===== config.mk =====
export PLATFORM = sky130hd
export DESIGN_NAME = clkcfg_i2c_target
export DESIGN_NICKNAME = d
export VERILOG_FILES = /design/src/rtl/clkcfg_pkg.sv /design/src/rtl/clkcfg_i2c_ctrl.sv /design/src/rtl/clkcfg_regbank.sv /design/src/rtl/clkcfg_i2c_target.sv
export SDC_FILE = /design/constraint.sdc
export NUM_CORES = 1
export LEC_CHECK = 0
export ABC_AREA = 0
export BUFFER_PORTS_ARGS = -buffer_cell sky130_fd_sc_hd__buf_4
export CORE_MARGIN = 2
export CORE_UTILIZATION = 45
export DETAILED_ROUTE_END_ITERATION = 8
export MAX_ROUTING_LAYER = met4
export PLACE_DENSITY = 0.62
export SYNTH_ARGS = -nofsm -noshare
export SYNTH_HDL_FRONTEND = slang
export SYNTH_HIERARCHICAL = 1
export SYNTH_SLANG_ARGS = --single-unit

===== constraint.sdc =====
create_clock -name clk -period 4.61 [get_ports clk]
set_clock_uncertainty 0.15 [all_clocks]
set_input_delay 0.461 -clock clk [delete_from_list [all_inputs] [get_ports clk]]
set_output_delay 0.461 -clock clk [all_outputs]
set_load 0.02 [all_outputs]

===== src/rtl/clkcfg_pkg.sv =====
package clkcfg_pkg;

  localparam int BYTE_W = 8;

  // control-to-datapath strobes, one cycle wide
  typedef struct packed {
    logic ptrClear;
    logic commit;
    logic advance;
  } cfgStrobe_t;

  typedef enum logic [2:0] {
    ST_IDLE,
    ST_ADDR,
    ST_RXBYTE,
    ST_RXACK,
    ST_TXBYTE,
    ST_TXACK
  } busState_t;

  function automatic logic [BYTE_W-1:0] regResetVal(input int idx);
    case (idx)
      5:       return 8'h3F;
      6:       return 8'h18;
      7:       return 8'hD8;
      8:       return 8'hB0;
      9, 10:   return 8'hD8;
      11:      return 8'hFB;
      default: return 8'hFF;
    endcase
  endfunction

  function automatic logic [BYTE_W-1:0] regWriteMask(input int idx);
    case (idx)
      5:       return 8'h3F;
      6:       return 8'h38;
      7:       return 8'hF8;
      8:       return 8'h7F;
      9, 10:   return 8'h38;
      11:      return 8'h07;
      default: return 8'h00;
    endcase
  endfunction

endpackage


===== src/rtl/clkcfg_i2c_ctrl.sv =====
module clkcfg_i2c_ctrl
  import clkcfg_pkg::*;
#(
  parameter int ADDR_W = 7,
  parameter logic [ADDR_W-2:0] ADDR_HI = 6'b110101,
  parameter logic [BYTE_W-1:0] COUNT_BYTE = 8'h09,
  parameter int SYNC_STAGES = 2
) (
  input  logic              clk,
  input  logic              rstN,
  input  logic              addrSel,
  input  logic              scl,
  input  logic              sdaIn,
  input  logic [BYTE_W-1:0] rdByte,
  output cfgStrobe_t        stb,
  output logic [BYTE_W-1:0] wrByte,
  output logic              sdaOe,
  output logic              startSeen,
  output logic              stopSeen
);

  localparam int CNT_W = $clog2(BYTE_W);
  localparam logic [CNT_W-1:0] LAST_BIT = CNT_W'(BYTE_W - 1);

  logic [SYNC_STAGES-1:0] sclSync, sdaSync;
  logic sclNow, sdaNow, sclQ, sdaQ;
  logic sclRise, sclFall;

  busState_t state;
  logic [CNT_W-1:0] bitCnt;
  logic [BYTE_W-1:0] rxShift, txShift;
  logic byteDone;
  logic readMode;
  logic [1:0] hdrLeft;
  logic addrHit;

  always_ff @(posedge clk or negedge rstN) begin
    if (!rstN) begin
      sclSync <= '1;
      sdaSync <= '1;
      sclQ    <= 1'b1;
      sdaQ    <= 1'b1;
    end else begin
      sclSync <= {sclSync[SYNC_STAGES-2:0], scl};
      sdaSync <= {sdaSync[SYNC_STAGES-2:0], sdaIn};
      sclQ    <= sclNow;
      sdaQ    <= sdaNow;
    end
  end

  assign sclNow    = sclSync[SYNC_STAGES-1];
  assign sdaNow    = sdaSync[SYNC_STAGES-1];
  assign sclRise   = sclNow & ~sclQ;
  assign sclFall   = ~sclNow & sclQ;
  assign startSeen = sclNow & sclQ & sdaQ & ~sdaNow;
  assign stopSeen  = sclNow & sclQ & ~sdaQ & sdaNow;
  assign addrHit   = (rxShift[BYTE_W-1:1] == {ADDR_HI, addrSel});

  always_ff @(posedge clk or negedge rstN) begin
    if (!rstN) begin
      state    <= ST_IDLE;
      bitCnt   <= '0;
      rxShift  <= '0;
      txShift  <= '1;
      byteDone <= 1'b0;
      readMode <= 1'b0;
      hdrLeft  <= '0;
      stb      <= '0;
      wrByte   <= '0;
    end else begin
      stb <= '0;
      if (startSeen) begin
        state        <= ST_ADDR;
        bitCnt       <= '0;
        byteDone     <= 1'b0;
        stb.ptrClear <= 1'b1;
      end else if (stopSeen) begin
        state        <= ST_IDLE;
        stb.ptrClear <= 1'b1;
      end else begin
        case (state)
          ST_ADDR, ST_RXBYTE: begin
            if (sclRise) begin
              rxShift <= {rxShift[BYTE_W-2:0], sdaNow};
              bitCnt  <= bitCnt + 1'b1;
              if (bitCnt == LAST_BIT) byteDone <= 1'b1;
            end else if (sclFall && byteDone) begin
              byteDone <= 1'b0;
              bitCnt   <= '0;
              if (state == ST_ADDR) begin
                if (addrHit) begin
                  state    <= ST_RXACK;
                  readMode <= rxShift[0];
                  hdrLeft  <= rxShift[0] ? 2'd1 : 2'd2;
                end else begin
                  state <= ST_IDLE;
                end
              end else begin
                state <= ST_RXACK;
                if (hdrLeft != 2'd0) begin
                  hdrLeft <= hdrLeft - 2'd1;
                end else begin
                  stb.commit <= 1'b1;
                  wrByte     <= rxShift;
                end
              end
            end
          end
          ST_RXACK: begin
            if (sclFall) begin
              bitCnt <= '0;
              if (readMode) begin
                state   <= ST_TXBYTE;
                txShift <= COUNT_BYTE;
              end else begin
                state <= ST_RXBYTE;
              end
            end
          end
          ST_TXBYTE: begin
            if (sclFall) begin
              if (bitCnt == LAST_BIT) begin
                state <= ST_TXACK;
              end else begin
                txShift <= {txShift[BYTE_W-2:0], 1'b1};
                bitCnt  <= bitCnt + 1'b1;
              end
            end
          end
          ST_TXACK: begin
            if (sclRise) begin
              if (sdaNow) begin
                state <= ST_IDLE;
              end else if (hdrLeft != 2'd0) begin
                hdrLeft <= 2'd0;
              end else begin
                stb.advance <= 1'b1;
              end
            end else if (sclFall) begin
              state   <= ST_TXBYTE;
              txShift <= rdByte;
              bitCnt  <= '0;
            end
          end
          default: state <= ST_IDLE;
        endcase
      end
    end
  end

  assign sdaOe = (state == ST_RXACK) | ((state == ST_TXBYTE) & ~txShift[BYTE_W-1]);

endmodule


===== src/rtl/clkcfg_regbank.sv =====
module clkcfg_regbank
  import clkcfg_pkg::*;
#(
  parameter int NUM_REGS = 12,
  parameter int PTR_W = $clog2(NUM_REGS + 1)
) (
  input  logic              clk,
  input  logic              rstN,
  input  cfgStrobe_t        stb,
  input  logic [BYTE_W-1:0] wrByte,
  output logic [BYTE_W-1:0] rdByte,
  output logic [PTR_W-1:0]  regPtr,
  output logic [5:0]        pairEnable,
  output logic [2:0]        skewGrpA,
  output logic [2:0]        skewGrpB,
  output logic              grpSkewBypass,
  output logic              fbSkewBypass,
  output logic [2:0]        fbSkew,
  output logic [3:0]        inDelay,
  output logic [2:0]        driveGrpA,
  output logic [2:0]        driveGrpB,
  output logic [2:0]        driveFb
);

  localparam logic [PTR_W-1:0] PTR_END = PTR_W'(NUM_REGS);

  logic [NUM_REGS-1:0][BYTE_W-1:0] regQ;

  always_ff @(posedge clk or negedge rstN) begin
    if (!rstN) begin
      regPtr <= '0;
    end else if (stb.ptrClear) begin
      regPtr <= '0;
    end else if ((stb.commit || stb.advance) && regPtr != PTR_END) begin
      regPtr <= regPtr + 1'b1;
    end
  end

  for (genvar g = 0; g < NUM_REGS; g++) begin : g_reg
    localparam logic [BYTE_W-1:0] RST_V = regResetVal(g);
    localparam logic [BYTE_W-1:0] WR_M  = regWriteMask(g);
    always_ff @(posedge clk or negedge rstN) begin
      if (!rstN) begin
        regQ[g] <= RST_V;
      end else if (stb.commit && regPtr == PTR_W'(g)) begin
        regQ[g] <= (regQ[g] & ~WR_M) | (wrByte & WR_M);
      end
    end
  end

  always_comb begin
    rdByte = '1;
    for (int i = 0; i < NUM_REGS; i++) begin
      if (regPtr == PTR_W'(i)) rdByte = regQ[i];
    end
  end

  assign pairEnable    = regQ[5][5:0];
  assign skewGrpA      = regQ[6][5:3];
  assign skewGrpB      = regQ[7][5:3];
  assign grpSkewBypass = regQ[7][7];
  assign fbSkewBypass  = regQ[7][6];
  assign fbSkew        = regQ[8][6:4];
  assign inDelay       = regQ[8][3:0];
  assign driveGrpA     = regQ[9][5:3];
  assign driveGrpB     = regQ[10][5:3];
  assign driveFb       = regQ[11][2:0];

endmodule


===== src/rtl/clkcfg_i2c_target.sv =====
module clkcfg_i2c_target
  import clkcfg_pkg::*;
#(
  parameter int NUM_REGS = 12,
  parameter logic [5:0] ADDR_HI = 6'b110101,
  parameter logic [7:0] COUNT_BYTE = 8'h09
) (
  input  logic       clk,
  input  logic       rstN,
  input  logic       addrSel,
  input  logic       scl,
  input  logic       sdaIn,
  output logic       sdaOe,
  output logic [5:0] pairEnable,
  output logic [2:0] skewGrpA,
  output logic [2:0] skewGrpB,
  output logic       grpSkewBypass,
  output logic       fbSkewBypass,
  output logic [2:0] fbSkew,
  output logic [3:0] inDelay,
  output logic [2:0] driveGrpA,
  output logic [2:0] driveGrpB,
  output logic [2:0] driveFb
);

  localparam int PTR_W = $clog2(NUM_REGS + 1);

  cfgStrobe_t        ctlStb;
  logic [BYTE_W-1:0] wrByte, rdByte;
  logic [PTR_W-1:0]  regPtr;
  logic              startSeen, stopSeen;

  clkcfg_i2c_ctrl #(
    .ADDR_W(7), .ADDR_HI(ADDR_HI), .COUNT_BYTE(COUNT_BYTE), .SYNC_STAGES(2)
  ) i_ctrl (
    .clk(clk), .rstN(rstN), .addrSel(addrSel), .scl(scl), .sdaIn(sdaIn),
    .rdByte(rdByte), .stb(ctlStb), .wrByte(wrByte), .sdaOe(sdaOe),
    .startSeen(startSeen), .stopSeen(stopSeen)
  );

  clkcfg_regbank #(.NUM_REGS(NUM_REGS), .PTR_W(PTR_W)) i_bank (
    .clk(clk), .rstN(rstN), .stb(ctlStb), .wrByte(wrByte), .rdByte(rdByte),
    .regPtr(regPtr), .pairEnable(pairEnable), .skewGrpA(skewGrpA),
    .skewGrpB(skewGrpB), .grpSkewBypass(grpSkewBypass),
    .fbSkewBypass(fbSkewBypass), .fbSkew(fbSkew), .inDelay(inDelay),
    .driveGrpA(driveGrpA), .driveGrpB(driveGrpB), .driveFb(driveFb)
  );

endmodule


## Yosys cells after proc, flatten, opt, wreduce, memory -nomap -nowiden

Index checks and enable logic that the tools add are counted.

- Flip-flop bits (word level): 103
- Bits in latches: 0
- Bits in writable memories: 0
- Memory bits (read-only): 0
- Input port bits: 5
- Output and inout bits: 31
- Memories: 0

- Add/sub/neg operators: 3
- Multiply operators: 0
- Div/mod/pow operators: 0
- Magnitude comparators: 0
- Equal/unequal tests: 41
- Shift-type cells: 0
- Mux-type cells: 67
- Bitwise operators: 26
- Reductions and logical operators: 26

Operator list:

| cell | count |
|---|---|
| $mux 8 | 13 |
| $mux 3 | 19 |
| $or 8x6->8 | 4 |
| $mux 2 | 13 |
| $pmux 3 s4 | 2 |
| $pmux 8 s3 | 1 |
| $reduce_and 7->1 | 3 |
| $ne 4x1->1 const B | 5 |
| $eq 4x4->1 const B | 4 |
| $mux 1 | 16 |
| $ne 2x1->1 const B | 8 |
| $eq 4x3->1 const B | 3 |
| $ne 3x2->1 const B | 4 |
| $not 1->1 | 10 |
| $reduce_and 10->1 | 1 |
| $eq 3x3->1 const B | 3 |
| $logic_and 1x1->1 | 9 |
| $reduce_and 9->1 | 1 |
| $and 1x1->1 | 8 |
| $mux 4 | 2 |
| $ne 2x2->1 const B | 4 |
| $or 3x8->8 | 1 |
| $or 8x3->8 | 1 |
| $or 8x7->8 | 1 |
| 20 further kinds | 27 |

## Depth between registers and ports, before layout

- Word-level depth: 11
- Gate-level depth with buffers: 10
- Depth with buffers taken out: 9

## Hierarchy

Netlist, hierarchy kept.

Modules (own cells, without submodules):

| module | times used | cells an instance | area an instance (um2) | seq. area each (um2) |
|---|---|---|---|---|
| clkcfg_i2c_ctrl | 1 | 205 | 2307.2 | 1093.5 |
| clkcfg_regbank | 1 | 150 | 1781.7 | 875.8 |

## Worst setup path before layout

No wires, ideal clock.

- Path kind: register to register
- From: register i_ctrl.sclQ
- To: register i_ctrl.hdrLeft[0]
- Library setup time: 0.119 ns
- Arrival time: 2.060 ns
- Required time: 4.341 ns
- Path slack: 2.281 ns
- Cell stages (with the launch flop): 9
- Buffers on the path: 1
- Period minus slack after synthesis: 2.329 ns
- Path through: dfstp_2 inv_1 ha_1 buf_2 nand3b_1 or4_4 a221oi_2 o21ai_1 o21a_1

- Cells in the longest elaborated chain, start to end: 5
- Elaborated cells between the ends (all ways): 15

RTL lines:

| item | RTL line | RTL |
|---|---|---|
| from (decl) | clkcfg_i2c_ctrl.sv:26 | `logic sclNow, sdaNow, sclQ, sdaQ;` |
| from (signal assigned) | clkcfg_i2c_ctrl.sv:46 | `sclQ <= sclNow;` |
| $and 1x1->1 | clkcfg_i2c_ctrl.sv:55, clkcfg_i2c_ctrl.sv:56 |  |
| $and 1x1->1 (on tied branches) (2 in a row) | clkcfg_i2c_ctrl.sv:55, clkcfg_i2c_ctrl.sv:56 |  |
| $not 1->1 (no source line) | - |  |
| $reduce_and 10->1 (no source line) (*) | - |  |
| to (signal assigned) | clkcfg_i2c_ctrl.sv:94 | `hdrLeft <= rxShift[0] ? 2'd1 : 2'd2;` |
| to (signal assigned) | clkcfg_i2c_ctrl.sv:101 | `hdrLeft <= hdrLeft - 2'd1;` |
| to (decl) | clkcfg_i2c_ctrl.sv:34 | `logic [1:0] hdrLeft;` |

Mark *: on every way between the ends. The rest lies on a longest branch, timed or not.
A chain may end at the register's enable or synchronous reset.

## Worst setup path in the final report

- From: register i_ctrl.state[0]
- To: register i_ctrl.bitCnt[0]

- Cells in the longest elaborated chain, start to end: 5
- Elaborated cells between the ends (all ways): 15

RTL lines:

| item | RTL line | RTL |
|---|---|---|
| from (decl) | clkcfg_i2c_ctrl.sv:29 | `busState_t state;` |
| from (signal assigned) | clkcfg_i2c_ctrl.sv:61 | `state <= ST_IDLE;` |
| from (signal assigned) | clkcfg_i2c_ctrl.sv:73 | `state <= ST_ADDR;` |
| from (signal assigned) | clkcfg_i2c_ctrl.sv:78 | `state <= ST_IDLE;` |
| $eq 3x2->1 / $eq 3x1->1 (equally long branches) | clkcfg_i2c_ctrl.sv:81 | `case (state)` |
| $reduce_or 2->1 | clkcfg_i2c_ctrl.sv:81 |  |
| $pmux 3 s4 | clkcfg_i2c_ctrl.sv:81 |  |
| $mux 3 | clkcfg_i2c_ctrl.sv:77 | `end else if (stopSeen) begin` |
| $mux 3 | clkcfg_i2c_ctrl.sv:72 | `if (startSeen) begin` |
| to (signal assigned) | clkcfg_i2c_ctrl.sv:85 | `bitCnt <= bitCnt + 1'b1;` |
| to (signal assigned) | clkcfg_i2c_ctrl.sv:126 | `bitCnt <= bitCnt + 1'b1;` |
| to (decl) | clkcfg_i2c_ctrl.sv:30 | `logic [CNT_W-1:0] bitCnt;` |

Parallel ways exist; a longest one is shown, timed or not. The select of a mux whose other input is x is not followed.

==> results.py <==
metrics = {
    "run_status": {
        "status": "finished, final reports clean",
    },
    "finish": {
        "fin_nets": 399,
        "diodes": 0,
        "drive_gt1_share_pct": 40.36,
        "final_cell_mix": "56 x mux2_2, 43 x dfrtp_1, 35 x buf_4",
        "synthToLayoutAreaGrowth_pct": 12.30,
        "final_common_cell": "mux2_2",
        "final_util_pct": 52.40,
        "fill_cells": 800,
    },
    "route": {
        "vias": 2789,
        "vias_per_cell": 5.612,
        "drt_wl_total_mm": 8.451,
        "ant_nets": 0,
        "drtIter0Drc": 157,
        "drtPass1Iterations": 4,
        "drc": 0,
        "wire_per_inst_um": 17.00,
    },
    "die": {
        "fp.dieW_um": 99.33,
        "core.rowCount": 34,
        "die_area_sq_um": 9865,
        "die_h_um": 99.33,
        "start_util_pct": 46.66,
        "pin_count": 36,
        "core_sq_um": 8763,
    },
    "grt": {
        "antenna_found_initial": 0,
        "grt_max_degree": 78,
        "grt_usage_pct": 18.88,
        "gr-total-overflow": 0,
        "grt_pass1_vias": 2820,
        "grt_pass1_wl_mm": 14.43,
    },
    "timing": {
        "setup_tns_ns": 0,
        "final_hold_viol_count": 0,
        "rsz0062_at_grt": "no",
        "final.period_utilization_pct": 62.32,
        "slew_violations": 0,
        "period_minus_slack_ns": 2.873,
        "tightestPinTransition_ns": 1.082,
        "max_slew_margin_pct": 27.86,
        "finalSetupViolCount": 0,
        "fmax_mhz": 348.1,
    },
    "setup_path": {
        "cp_slowest_cell": "dfrtp_1",
        "crit_fanout": 30,
        "critPathCaptureType": "register",
        "r2r_end": "i_ctrl/bitCnt[0]",
        "crit_arrival_ns": 2.96,
        "r2r_cells": 5,
        "reg2reg_from": "i_ctrl/state[0]",
        "critical_path_buf_inv_count": 0,
        "crit_chain": "nand2b_1, a21oi_1, a32oi_1, o21ai_1, mux2_2",
        "r2r_slack_ns": 1.74,
        "critPathRequiredTime_ns": 4.70,
        "path_class": "reg2reg",
        "start_kind": "register",
        "slowest_delay_ns": 1.06,
        "crit_family": "flip-flops",
    },
    "place": {
        "gp_congestion": 0.8843,
        "hpwl_mm": 6.089,
        "portBuffers": 35,
    },
    "yosys": {
        "synth_fp_nets": 370,
        "netlist_instances": 355,
        "seq_area_frac_synth_pct": 48.16,
        "synthesis.area_sq_um": 4089,
        "synthArstFlopShare_pct": 100.0,
        "yosys.cell_types.count": 67,
        "yosysWarnings": 6,
        "syn_area_per_cell_sq_um": 11.52,
        "synth_top_flop_cell": "dfrtp_1",
        "synth-edff-count": 0,
        "yosys_register_bits": 77,
    },
    "power_and_ir_drop": {
        "power.leakage_nw": 2.042,
        "power.internal_mw": 0.9710,
        "p_sw_mw": 0.3206,
        "p_per_area_nw_per_um2": 281.3,
        "ir_worst_vdd_uv": 181.2,
        "sequentialPowerShare_pct": 54.9,
        "swShare_pct": 24.82,
        "clkPwrFrac_pct": 40.8,
        "power.share.combinational_pct": 4.3,
    },
    "cts": {
        "cts_tree": "done",
        "cts_resized": 0,
        "cts_inserted_buffers": 9,
        "clockRootBuffer": "clkbuf_8",
        "clkSinkCount": 77,
        "clockBufferDepth": 2,
        "clk_pin_slew_ns": 0.08,
        "ctsHoldBuffers": 0,
        "clk_latency_ns": 0.35,
        "post_cts_buffers": 0,
        "cts-htree-levels": 3,
    },
    "worst_hold_path": {
        "hold_end": "i_ctrl/sdaSync[0]",
        "worstHoldStart": "sdaIn",
        "whs_path_depth": 1,
        "hp-class": "in2reg",
    },
    "flow_run": {
        "drv_cap": 0,
    },
}
## logic make-up (layout without fill, tap and decap cells)
logic type | count (synthesis) | in the layout | synth area share, %
compound gates | 65 | 65 | 11.14
xor+xnor | 5 | 5 | 1.071
fa+ha+maj | 10 | 10 | 3.060
buf+inv | 31 | 65 | 3.702
flops | 77 | 77 | 48.16
mux | 67 | 67 | 18.15
simple gates | 100 | 100 | 14.72
## final cells by class
class	instances	area [sq um]	share of cell area, %
clock inverters	7	80.08	1.744
clock buffers	9	123.9	2.698
flip-flops and latches	77	1969	42.89
repair buffers	35	262.8	5.722
multi-input cells	247	1968	42.86
well taps	108	135.1	2.943
inverters	14	52.55	1.144
## metrics by stage
| stage | std cells | instance area, sq um | hold WS (ns) | setup WS [ns] | power (mW) |
|---|---|---|---|---|---|
| 2_1_floorplan | 355 | 4089 | 0.01541 | 2.281 | 0.7507 |
| 3_3_place_gp | 481 | 4388 | 0.1954 | 1.826 | 0.7768 |
| 3_5_place_dp | 481 | 4388 | 0.1975 | 1.750 | 0.7777 |
| 4_1_cts | 497 | 4592 | 0.04343 | 1.728 | 1.311 |
| 5_1_grt | 497 | 4592 | 0.03715 | 1.510 | 1.357 |
| 6_report | 497 | 4592 | 0.06613 | 1.737 | 1.292 |
## synthesized netlist by cell type, drive strengths merged, types with 6 or more instances
master	instances	share of area, %
mux2	57	16
dfrtp	43	26
dfstp	34	22
nand2	25	2.5
nor2	21	1.9
buf	16	2.3
o21ai	15	1.8
a21oi	14	1.7
inv	14	1.3
ha	10	3.1
mux2i	10	2.4
nand2b	8	1.2
nand3	8	1.5
nor2b	8	1.3
nor3	6	0.73
## worst max-delay path by stage
stage / start / to / depth (start not counted)
global route: i_ctrl/state[0] / i_ctrl/rxShift[4] / 4
floorplan: i_ctrl/sclQ / i_ctrl/hdrLeft[0] / 8
finish: i_ctrl/state[0] / i_ctrl/bitCnt[0] / 5
detailed placement: i_ctrl/state[0] / i_ctrl/bitCnt[0] / 5
global placement: i_ctrl/state[0] / i_ctrl/rxShift[2] / 4
CTS: i_ctrl/state[0] / i_ctrl/bitCnt[0] / 5
## registers in the layout, indices dropped and copies added, names as in the netlist, 4 cells and up
signal	count
i_bank/inDelay	4
i_bank/pairEnable	6
i_bank/regPtr	4
i_ctrl/rxShift	8
i_ctrl/txShift	8
i_ctrl/wrByte	8
## power groups by stage
stage	clock network (mW)	logic, mW	registers, mW
after global routing	0.580	0.0658	0.711
final	0.527	0.0553	0.709
after detailed placement	0	0.0570	0.721
after global placement	0	0.0561	0.721
after floorplan	0	0.0385	0.712
after CTS	0.545	0.0570	0.709
## per-layer routing
metal / wire length (um) / global-route usage [%]
met2: 4090 / 28.48
met1: 4038 / 25.93
met5: 0 / -
met3: 257 / 3.584
met4: 65 / 6.006
Power figures use the tool's default switching activity.
